## src/rtl/uart_fc_pkg.sv

```systemverilog
package uart_fc_pkg;
  localparam int unsigned OSR        = 16;
  localparam int unsigned FRAME_BITS = 10;
  localparam int unsigned DATA_BITS  = 8;

  typedef enum logic [1:0] {
    RX_IDLE,
    RX_START,
    RX_DATA,
    RX_STOP
  } rx_state_e;
endpackage

```

## src/rtl/uart_fc_fifo.sv

```systemverilog
module uart_fc_fifo #(
  parameter int unsigned DEPTH = 4,
  parameter int unsigned WIDTH = 8
) (
  input  logic             clk_i,
  input  logic             rst_ni,
  input  logic             flush_i,
  input  logic             push_i,
  input  logic [WIDTH-1:0] data_i,
  input  logic             pop_i,
  output logic [WIDTH-1:0] data_o,
  output logic             empty_o,
  output logic             full_o,
  output logic             half_o
);
  localparam int unsigned AW = (DEPTH > 1) ? $clog2(DEPTH) : 1;
  localparam int unsigned CW = $clog2(DEPTH + 1);

  logic [WIDTH-1:0] mem_q [DEPTH];
  logic [AW-1:0]    wr_ptr_q, rd_ptr_q;
  logic [CW-1:0]    count_q;
  logic             do_push, do_pop;

  function automatic logic [AW-1:0] ptr_next(input logic [AW-1:0] p);
    return (p == AW'(DEPTH - 1)) ? '0 : p + AW'(1);
  endfunction

  assign full_o  = (count_q == CW'(DEPTH));
  assign empty_o = (count_q == '0);
  assign half_o  = ((32'(count_q) * 2) >= DEPTH);
  assign do_push = push_i && !full_o;
  assign do_pop  = pop_i && !empty_o;
  assign data_o  = mem_q[rd_ptr_q];

  always_ff @(posedge clk_i or negedge rst_ni) begin
    if (!rst_ni) begin
      wr_ptr_q <= '0;
      rd_ptr_q <= '0;
      count_q  <= '0;
    end else if (flush_i) begin
      wr_ptr_q <= '0;
      rd_ptr_q <= '0;
      count_q  <= '0;
    end else begin
      if (do_push) wr_ptr_q <= ptr_next(wr_ptr_q);
      if (do_pop)  rd_ptr_q <= ptr_next(rd_ptr_q);
      if (do_push && !do_pop)      count_q <= count_q + CW'(1);
      else if (do_pop && !do_push) count_q <= count_q - CW'(1);
    end
  end

  always_ff @(posedge clk_i) begin
    if (do_push && !flush_i) mem_q[wr_ptr_q] <= data_i;
  end
endmodule

```

## src/rtl/uart_fc_tx.sv

```systemverilog
module uart_fc_tx
  import uart_fc_pkg::*;
(
  input  logic       clk_i,
  input  logic       rst_ni,
  input  logic       en_i,
  input  logic       tick_i,
  input  logic       fc_en_i,
  input  logic       cts_ni,
  input  logic       avail_i,
  input  logic [7:0] data_i,
  output logic       pop_o,
  output logic       txd_o,
  output logic       active_o
);
  logic       active_q, txd_q, start;
  logic [3:0] tcnt_q, bidx_q;
  logic [7:0] sh_q;

  assign start    = en_i && !active_q && avail_i && (!fc_en_i || !cts_ni);
  assign pop_o    = start;
  assign txd_o    = txd_q;
  assign active_o = active_q;

  always_ff @(posedge clk_i or negedge rst_ni) begin
    if (!rst_ni) begin
      active_q <= 1'b0;
      txd_q    <= 1'b1;
      tcnt_q   <= '0;
      bidx_q   <= '0;
      sh_q     <= '0;
    end else if (!en_i) begin
      active_q <= 1'b0;
      txd_q    <= 1'b1;
      tcnt_q   <= '0;
      bidx_q   <= '0;
    end else if (start) begin
      active_q <= 1'b1;
      txd_q    <= 1'b0;
      sh_q     <= data_i;
      tcnt_q   <= '0;
      bidx_q   <= '0;
    end else if (active_q && tick_i) begin
      if (tcnt_q == 4'(OSR - 1)) begin
        tcnt_q <= '0;
        if (bidx_q == 4'(FRAME_BITS - 1)) begin
          active_q <= 1'b0;
        end else begin
          bidx_q <= bidx_q + 4'd1;
          // bit after index k is data bit k, then stop
          txd_q  <= (bidx_q < 4'(DATA_BITS)) ? sh_q[bidx_q[2:0]] : 1'b1;
        end
      end else begin
        tcnt_q <= tcnt_q + 4'd1;
      end
    end
  end
endmodule

```

## src/rtl/uart_fc_rx.sv

```systemverilog
module uart_fc_rx
  import uart_fc_pkg::*;
(
  input  logic       clk_i,
  input  logic       rst_ni,
  input  logic       en_i,
  input  logic       tick_i,
  input  logic       rxd_i,
  output logic       valid_o,
  output logic [7:0] data_o
);
  rx_state_e  state_q;
  logic [1:0] sync_q;
  logic       rxs, valid_q;
  logic [3:0] cnt_q;
  logic [2:0] bidx_q;
  logic [7:0] sh_q;

  assign rxs     = sync_q[1];
  assign valid_o = valid_q;
  assign data_o  = sh_q;

  always_ff @(posedge clk_i or negedge rst_ni) begin
    if (!rst_ni) sync_q <= 2'b11;
    else         sync_q <= {sync_q[0], rxd_i};
  end

  always_ff @(posedge clk_i or negedge rst_ni) begin
    if (!rst_ni) begin
      state_q <= RX_IDLE;
      cnt_q   <= '0;
      bidx_q  <= '0;
      sh_q    <= '0;
      valid_q <= 1'b0;
    end else begin
      valid_q <= 1'b0;
      if (!en_i) begin
        state_q <= RX_IDLE;
        cnt_q   <= '0;
      end else if (tick_i) begin
        unique case (state_q)
          RX_IDLE: begin
            cnt_q <= '0;
            if (!rxs) state_q <= RX_START;
          end
          RX_START: begin
            if (cnt_q == 4'(OSR / 2 - 1)) begin
              cnt_q   <= '0;
              bidx_q  <= '0;
              state_q <= rxs ? RX_IDLE : RX_DATA;  // glitch rejection
            end else cnt_q <= cnt_q + 4'd1;
          end
          RX_DATA: begin
            if (cnt_q == 4'(OSR - 1)) begin
              cnt_q <= '0;
              sh_q  <= {rxs, sh_q[7:1]};
              if (bidx_q == 3'(DATA_BITS - 1)) state_q <= RX_STOP;
              else bidx_q <= bidx_q + 3'd1;
            end else cnt_q <= cnt_q + 4'd1;
          end
          RX_STOP: begin
            if (cnt_q == 4'(OSR - 1)) begin
              cnt_q   <= '0;
              state_q <= RX_IDLE;
              valid_q <= rxs;
            end else cnt_q <= cnt_q + 4'd1;
          end
          default: state_q <= RX_IDLE;
        endcase
      end
    end
  end
endmodule

```

## src/rtl/uart_fc_core.sv

```systemverilog
module uart_fc_core #(
  parameter int unsigned RX_DEPTH = 4,
  parameter int unsigned TX_DEPTH = 8
) (
  input  logic        clk_i,
  input  logic        rst_ni,
  input  logic        en_i,
  input  logic        fc_en_i,
  input  logic        baud_tick_i,
  input  logic        tx_wr_i,
  input  logic [7:0]  tx_data_i,
  input  logic        rx_rd_i,
  output logic [15:0] rd_word_o,
  output logic        txd_o,
  input  logic        rxd_i,
  output logic        rts_no,
  input  logic        cts_ni,
  output logic        rx_nempty_o,
  output logic        rx_half_o,
  output logic        rx_full_o,
  output logic        rx_over_o,
  output logic        tx_empty_o,
  output logic        tx_nhalf_o,
  output logic        tx_full_o,
  output logic        tx_busy_o
);
  localparam int unsigned RX_LOG = $clog2(RX_DEPTH);
  localparam int unsigned TX_LOG = $clog2(TX_DEPTH);

  logic       flush, tx_pop, tx_active, tx_half, rx_empty, rx_valid, over_q;
  logic [7:0] tx_head, rx_head, rx_byte;

  assign flush = !en_i;

  uart_fc_fifo #(.DEPTH(TX_DEPTH), .WIDTH(8)) tx_fifo_i (
    .clk_i   (clk_i),
    .rst_ni  (rst_ni),
    .flush_i (flush),
    .push_i  (tx_wr_i),
    .data_i  (tx_data_i),
    .pop_i   (tx_pop),
    .data_o  (tx_head),
    .empty_o (tx_empty_o),
    .full_o  (tx_full_o),
    .half_o  (tx_half)
  );

  uart_fc_tx tx_i (
    .clk_i    (clk_i),
    .rst_ni   (rst_ni),
    .en_i     (en_i),
    .tick_i   (baud_tick_i),
    .fc_en_i  (fc_en_i),
    .cts_ni   (cts_ni),
    .avail_i  (!tx_empty_o),
    .data_i   (tx_head),
    .pop_o    (tx_pop),
    .txd_o    (txd_o),
    .active_o (tx_active)
  );

  uart_fc_rx rx_i (
    .clk_i   (clk_i),
    .rst_ni  (rst_ni),
    .en_i    (en_i),
    .tick_i  (baud_tick_i),
    .rxd_i   (rxd_i),
    .valid_o (rx_valid),
    .data_o  (rx_byte)
  );

  uart_fc_fifo #(.DEPTH(RX_DEPTH), .WIDTH(8)) rx_fifo_i (
    .clk_i   (clk_i),
    .rst_ni  (rst_ni),
    .flush_i (flush),
    .push_i  (rx_valid),
    .data_i  (rx_byte),
    .pop_i   (rx_rd_i),
    .data_o  (rx_head),
    .empty_o (rx_empty),
    .full_o  (rx_full_o),
    .half_o  (rx_half_o)
  );

  always_ff @(posedge clk_i or negedge rst_ni) begin
    if (!rst_ni)                    over_q <= 1'b0;
    else if (flush)                 over_q <= 1'b0;
    else if (rx_valid && rx_full_o) over_q <= 1'b1;
  end

  assign rx_nempty_o = !rx_empty;
  assign rx_over_o   = over_q;
  assign tx_nhalf_o  = !tx_half;
  assign tx_busy_o   = tx_active || !tx_empty_o;
  assign rts_no      = fc_en_i && (!en_i || rx_half_o);
  assign rd_word_o   = {4'(TX_LOG), 4'(RX_LOG), rx_head};
endmodule

```

## config.mk

```make
export PLATFORM = sky130hd
export DESIGN_NAME = uart_fc_core
export DESIGN_NICKNAME = d
export VERILOG_FILES = /design/src/rtl/uart_fc_pkg.sv /design/src/rtl/uart_fc_fifo.sv /design/src/rtl/uart_fc_tx.sv /design/src/rtl/uart_fc_rx.sv /design/src/rtl/uart_fc_core.sv
export SDC_FILE = /design/constraint.sdc
export NUM_CORES = 1
export LEC_CHECK = 0
export ABC_CLOCK_PERIOD_IN_PS = 3220
export BUFFER_PORTS_ARGS = -buffer_cell sky130_fd_sc_hd__buf_4
export CAP_MARGIN = 20
export CELL_PAD_IN_SITES_DETAIL_PLACEMENT = 1
export CELL_PAD_IN_SITES_GLOBAL_PLACEMENT = 1
export CORE_ASPECT_RATIO = 1.25
export CORE_MARGIN = 2
export CORE_UTILIZATION = 51
export CTS_CLUSTER_DIAMETER = 200
export DETAILED_ROUTE_END_ITERATION = 16
export GPL_TIMING_DRIVEN = 1
export PLACE_DENSITY = 0.85
export SLEW_MARGIN = 10
export SYNTH_ARGS = -nofsm -noshare
export SYNTH_HDL_FRONTEND = slang
export SYNTH_SLANG_ARGS = --single-unit
```

## constraint.sdc

```tcl
create_clock -name clk_i -period 3.22 [get_ports clk_i]
set_clock_uncertainty 0.1 [all_clocks]
set_input_delay 0.322 -clock clk_i [delete_from_list [all_inputs] [get_ports clk_i]]
set_output_delay 0.322 -clock clk_i [all_outputs]
set_load 0.01 [all_outputs]
```

# --- After elaboration in Yosys (flattened, before gate mapping) ---
# Memory sizes are Yosys's and may differ from the RTL's. A register that Yosys moved wholly into a read port is not among the register bits.
# Index checks and enable logic that the tools add are counted.
totals:
  elab_cells: 181
  ff_bits: 48
  out_inout_bits: 26
  inputBits: 17
  n_memories: 2
  ramBits: 96
memory_table:
  columns: ["memory", "depth", "width", "rd", "rd_clocked_by_memory_dff", "write_ports", "line", "text"]
  rows:
  - ["tx_fifo_i.mem_q", 8, 8, 1, 1, 1, "uart_fc_fifo.sv:19", "logic [WIDTH-1:0] mem_q [DEPTH];"]
  - ["rx_fifo_i.mem_q", 4, 8, 1, 0, 1, "uart_fc_fifo.sv:19", null]
op_classes:
  order_cmp: 4
  mux: 68
  add_sub_neg: 12
  n_eq_ne: 34
  n_reduce_logical: 44
op_table:
  columns: ["operator", "count"]
  rows:
  - ["4-bit two-way mux", 16]
  - ["3-bit two-way mux", 12]
  - ["2-bit two-way mux", 14]
  - ["1-bit two-way mux", 22]
  - ["4-bit by 1-bit adder with 4-bit output (second input constant)", 4]
  - ["4-bit equality test (second input constant)", 4]
  - ["1-bit logical AND", 16]
  - ["2-bit by 1-bit != test with 1-bit output (second input constant)", 8]
  - ["3-bit by 1-bit != test with 1-bit output (second input constant)", 5]
  - ["1-bit zero test", 14]
  - ["3-bit by 1-bit adder with 3-bit output (second input constant)", 4]
  - ["3-bit equality test (second input constant)", 4]
  - ["3-bit by 2-bit != test with 1-bit output (second input constant)", 4]
  - ["4-bit one-hot mux with 3 select lines", 1]
  - ["6-bit AND reduction", 2]
  - ["2-bit equality test (second input constant)", 4]
  - ["2-bit one-hot mux with 4 select lines", 1]
  - ["3-bit != test (second input constant)", 2]
  - ["3-bit one-hot mux with 2 select lines", 1]
  - ["3-bit AND reduction", 2]
  - ["5-bit by 4-bit >= comparator with 1-bit output (second input constant)", 1]
  - ["2-bit by 1-bit adder with 2-bit output (second input constant)", 2]
  - ["4-bit by 3-bit equality test with 1-bit output (second input constant)", 1]
  - ["4-bit by 3-bit >= comparator with 1-bit output (second input constant)", 1]
  - ["15 further kinds", 17]

# --- Logic depth before layout (Yosys ltp) ---
logic_depth:
  word_depth: 9
  mapped_depth: 10
  ltp_nobuf: 9

# --- Cells and area by module ---
# From an unflattened synthesis, not the netlist that was laid out.
unflattened:
  hier_cells: 457
  hier_area_um2: 6869.1
modules_own_cells:
  columns: ["mod", "instances", "area_per_inst_um2", "seq_area_each_um2", "cells_per_inst"]
  rows:
  - ["uart_fc_fifo at tx_fifo_i", 1, 3135.5, 2172.1, 178]
  - ["uart_fc_fifo at rx_fifo_i", 1, 1701.6, 1136.1, 100]
  - ["uart_fc_rx", 1, 993.5, 503.0, 83]
  - ["uart_fc_tx", 1, 908.4, 451.7, 77]
  - ["uart_fc_core", 1, 130.1, 25.0, 19]

# --- Worst setup path after synthesis ---
# No wires, ideal clock.
synth_path:
  path_type: "flip-flop to flip-flop"
  start: "reg tx_fifo_i.count_q[1]"
  end: "reg tx_fifo_i.count_q[3]"
  synth_period_minus_slack_ns: 2.416
  path_stages_with_launch: 11
  n_path_buf: 1
  setup_time_ns: 0.123
  arrival_time_ns: 2.194
  required_time_ns: 2.997
  path_slack_ns: 0.804
  cell_sequence: "dfrtp_1 nor4_4 or3_4 buf_8 nand2_4 ha_1 a21o_1 a21oi_1 nand3_1 o21a_1 mux2i_1"
synth_via:
  elab_chain_len: 9
  word_cells_on_any_way: 18
  cone_classes: "2 x add/sub; 2 x eq/ne; 3 x mux; 11 x reduce/logical"
synth_lines:
  columns: ["item", "line", "text"]
  rows:
  - ["start, declared", "uart_fc_fifo.sv:21", "logic [CW-1:0] count_q;"]
  - ["start signal, assigned", "uart_fc_fifo.sv:47", "if (do_push && !do_pop) count_q <= count_q + CW'(1);"]
  - ["start signal, assigned", "uart_fc_fifo.sv:48", "else if (do_pop && !do_push) count_q <= count_q - CW'(1);"]
  - ["4-bit zero test *", "uart_fc_fifo.sv:29", "assign empty_o = (count_q == '0);"]
  - ["net tx_empty_o", "uart_fc_core.sv:22", "output logic tx_empty_o,"]
  - ["1-bit zero test *", "uart_fc_fifo.sv:32, uart_fc_core.sv:55", null]
  - ["1-bit logical AND (2 in a row)", "uart_fc_tx.sv:20", "assign start = en_i && !active_q && avail_i && (!fc_en_i || !cts_ni);"]
  - ["1-bit logical AND *", "uart_fc_fifo.sv:32", "assign do_pop = pop_i && !empty_o;"]
  - ["1-bit zero test", "uart_fc_fifo.sv:47", null]
  - ["1-bit logical AND", "uart_fc_fifo.sv:47", null]
  - ["4-bit two-way mux", "uart_fc_fifo.sv:47", null]
  - ["4-bit two-way mux", "uart_fc_fifo.sv:40", "end else if (flush_i) begin"]
# Mark *: on every way through the listed nets, which the timed path passes. The rest lies on a longest branch. The select of a mux whose other input is x is not followed.
# A chain may end at the register's enable or synchronous reset.

# --- Worst setup path in the final report ---
layout_path:
  start: "reg tx_fifo_i.count_q[1]"
  end: "reg tx_fifo_i.count_q[3]"
layout_via:
  elab_chain_len: 9
  word_cells_on_any_way: 18
  cone_classes: "2 x add/sub; 2 x eq/ne; 3 x mux; 11 x reduce/logical"
layout_lines:
  columns: ["item"]
  rows:
  - ["parallel branches: the longest is 9 deep, another holds 4-bit by 1-bit subtractor with 4-bit output"]
# Several ways; the timed one is not identified. The select of a mux whose other input is x is not followed.

==> impl_metrics.ini <==
[sta]
worstMarginPinSlew_ns = 0.841
finalHoldViolCount = 0
fmax_ghz = 0.366
finalSetupViolations = 0
slew_headroom_pct = 43.5
period_share_pct = 84.8
period_minus_slack_ns = 2.73
slew_violations = 0
tns_ns = 0
rsz0062_at_grt = no

[placed_design]
io_buffers = 34
place_hpwl_um = 8870
gp_congestion = 0.760

[worst_hold_path]
hold_path.class = in -> reg
min-delay-start = tx_data_i[0]
hold_depth = 1

[clocking]
cts_resized = 0
cts_root_buf = clkbuf_16
cts_tree = built
htreeDepth = 4
cts_made_buffers = 17
clockBufferDepth = 2
clkLatencyLatePin_ns = 0.43
path_clk_slew_ns = 0.07
post-cts-setup-buffers = 0
clkSinkCount = 152
cts-hold-fix-buffers = 2

[synth]
synth.distinct_cells = 56
async_reset_ff_share_pct = 36.8
netlist_instances = 451
yosysSeqAreaShare_pct = 64.4
yosysWarnings = 0
syn_avg_cell_area_um2 = 14.8
synth_ff_type = edfxtp_1
synth_edf_count = 96
synth_seq_cells = 152
synthesis.area_um2 = 6660

[floorplanning]
io_pins = 43
die_x_um = 106
die_area_um2 = 14000
die-height_um = 132
core_um2 = 12700
initial_utilization_pct = 52.4
placement_rows = 46

[layout]
fin_nets = 524
area_growth_pct = 15.2
antennaDiodeCount = 0
drive_above_1_share_pct = 24.5

[routing]
drt_iter0_drc = 171
wl_met3_um = 348
maxUsedRoutingLayer = met4
viasPerCell = 5.63
first_pass_iters = 5
wire_per_inst_um = 20.3
vias = 3778
routed_wl_um = 13600
dr_wl_met2_um = 7770
met1Wirelength_um = 5290
drtAntennaViolNets = 0
drc = 0

[grt]
grt_pass1_wl_um = 22300
overflow = 0
grt_pass1_vias = 4218
grt_util_all_layers_pct = 21.1
grt_max_degree = 57
antenna_found_initial = 0

[worst_setup_path]
cp.required_ns = 3.43
crit_type = reg -> reg
rrSetupSlack_ns = 0.49
r2r-start = tx_fifo_i.count_q[1]$_DFFE_PN0P_
arrival_ns = 2.94
end_kind = flip-flop
setup.worst_path.start = tx_fifo_i.count_q[1]$_DFFE_PN0P_
path_max_fanout = 20
ff2ff_path_depth = 9
crit_path_start_kind = flip-flop

[pwr]
ir_drop_mv = 0.397
totalPowerFinal_mw = 5.61
p_per_area_nw_per_um2 = 731
leakagePower_nw = 3.03

[run]
drv_cap = 0

[status]
status = finished, final reports clean
==> cell usage after synthesis, types with 7 or more instances <==
| master | count | area share, % |
|---|---|---|
| mux2_2 | 10 | 1.7 |
| nand2b_1 | 9 | 0.85 |
| mux4_2 | 25 | 8.5 |
| nand2_1 | 32 | 1.8 |
| buf_4 | 9 | 1.0 |
| clkbuf_1 | 7 | 0.39 |
| edfxtp_1 | 96 | 43 |
| o21ai_0 | 13 | 0.98 |
| nor2_1 | 39 | 2.2 |
| ha_1 | 15 | 2.8 |
| xor2_1 | 7 | 0.92 |
| a21oi_1 | 14 | 1.1 |
| dfrtp_1 | 53 | 20 |
| nand3_1 | 8 | 0.60 |
| inv_1 | 11 | 0.62 |
| mux2i_1 | 16 | 2.4 |
| nor3_1 | 9 | 0.68 |
==> flip-flops by register name (all words and copies together) (netlist names), 2 cells and up <==
register / flops
tx_fifo_i.count_q: 4
rx_i.sync_q: 2
rx_fifo_i.wr_ptr_q: 2
rx_fifo_i.rd_ptr_q: 2
tx_i.sh_q: 8
rx_fifo_i.count_q: 3
rx_i.cnt_q: 4
tx_fifo_i.rd_ptr_q: 3
rx_fifo_i.mem_q: 32
tx_fifo_i.mem_q: 64
tx_fifo_i.wr_ptr_q: 3
tx_i.tcnt_q: 4
rx_i.state_q: 2
tx_i.bidx_q: 4
rx_i.data_o: 8
rx_i.bidx_q: 3
==> stage by stage <==
stage	util [%]	instances	instance area (um^2)	setup slack, ns	hold WS (ns)
after floorplan	-	457	6690	0.804	-0.0736
after global placement	55.2	637	7030	0.747	0.256
after detailed placement	55.2	637	7030	0.536	0.260
after CTS	60.4	671	7680	0.491	0.0254
after global routing	60.4	671	7680	0.407	0.0327
final	60.4	671	7680	0.489	0.0270
==> cells by family (layout without fill, tap and decap cells) <==
kind of cell / after synthesis / count (layout) / share of synthesized area [%]
DFF: 152 / 152 / 64.4
xor gates and xnor gates: 13 / 13 / 1.99
and+or+nand+nor: 126 / 126 / 9.37
muxes: 51 / 51 / 12.5
other: 2 / 8 / 0.113
adders and majority gates: 17 / 17 / 3.42
buffers and inverters: 38 / 84 / 3.00
AOI/OAI and AO/OA: 52 / 52 / 5.20
==> per-layer routing <==
layer | GRT usage (%) | vias to the layer above
li1 | - | 1723
met1 | 23.8 | 1963
met2 | 39.2 | 70
met3 | 4.30 | 22
met4 | 7.53 | 0
met5 | 0 | -
==> cell usage in the layout, fill, tap and decap left out, drive strengths merged, types with 5 or more instances in the layout <==
master	count
o21ai	14
o21a	5
mux4	25
xnor2	6
edfxtp	96
nand2b	9
dfrtp	53
mux2	10
nor2	40
and3	5
buf	38
ha	15
a21oi	14
conb	8
mux2i	16
nand2	33
and2	5
nor3	9
inv	21
xor2	7
clkbuf	17
nand3	8
==> worst paths after layout <==
check / endpoint
setup / recovery: tx_fifo_i.count_q[3]$_DFFE_PN0P_
hold / removal: tx_fifo_i.mem_q[0][0]$_DFFE_PP_
setup reg to reg: tx_fifo_i.count_q[3]$_DFFE_PN0P_
hold reg to reg: rx_i.sync_q[1]$_DFF_PN1_
max in group asynchronous: tx_i.sh_q[3]$_DFFE_PN0P_
min in group asynchronous: tx_fifo_i.count_q[1]$_DFFE_PN0P_
==> critical path, stage by stage, from the launching register on <==
cell and delay [ns]:
dfrtp_1 0.47, nor4_4 0.41, or3_4 0.35, nand2_4 0.10, ha_1 0.32, a21o_1 0.19, a21oi_1 0.23, nand3_1 0.14
o21a_1 0.19, mux2i_1 0.12
==> layout make-up <==
type | count | area (um^2)
clock inverters | 15 | 206
multi-input cells | 267 | 2200
flip-flops and latches | 152 | 4290
clock buffers | 17 | 425
repair buffers | 40 | 305
inverters | 12 | 45.0
well taps | 168 | 210
fillers | 1156 | 5040
==> where the power goes <==
group / switching (mW) / internal (mW)
registers: 0.184 / 2.22
clock network: 0.913 / 1.20
logic: 0.568 / 0.536
total: 1.67 / 3.95
No activity file was read; power rests on OpenSTA's default activity.
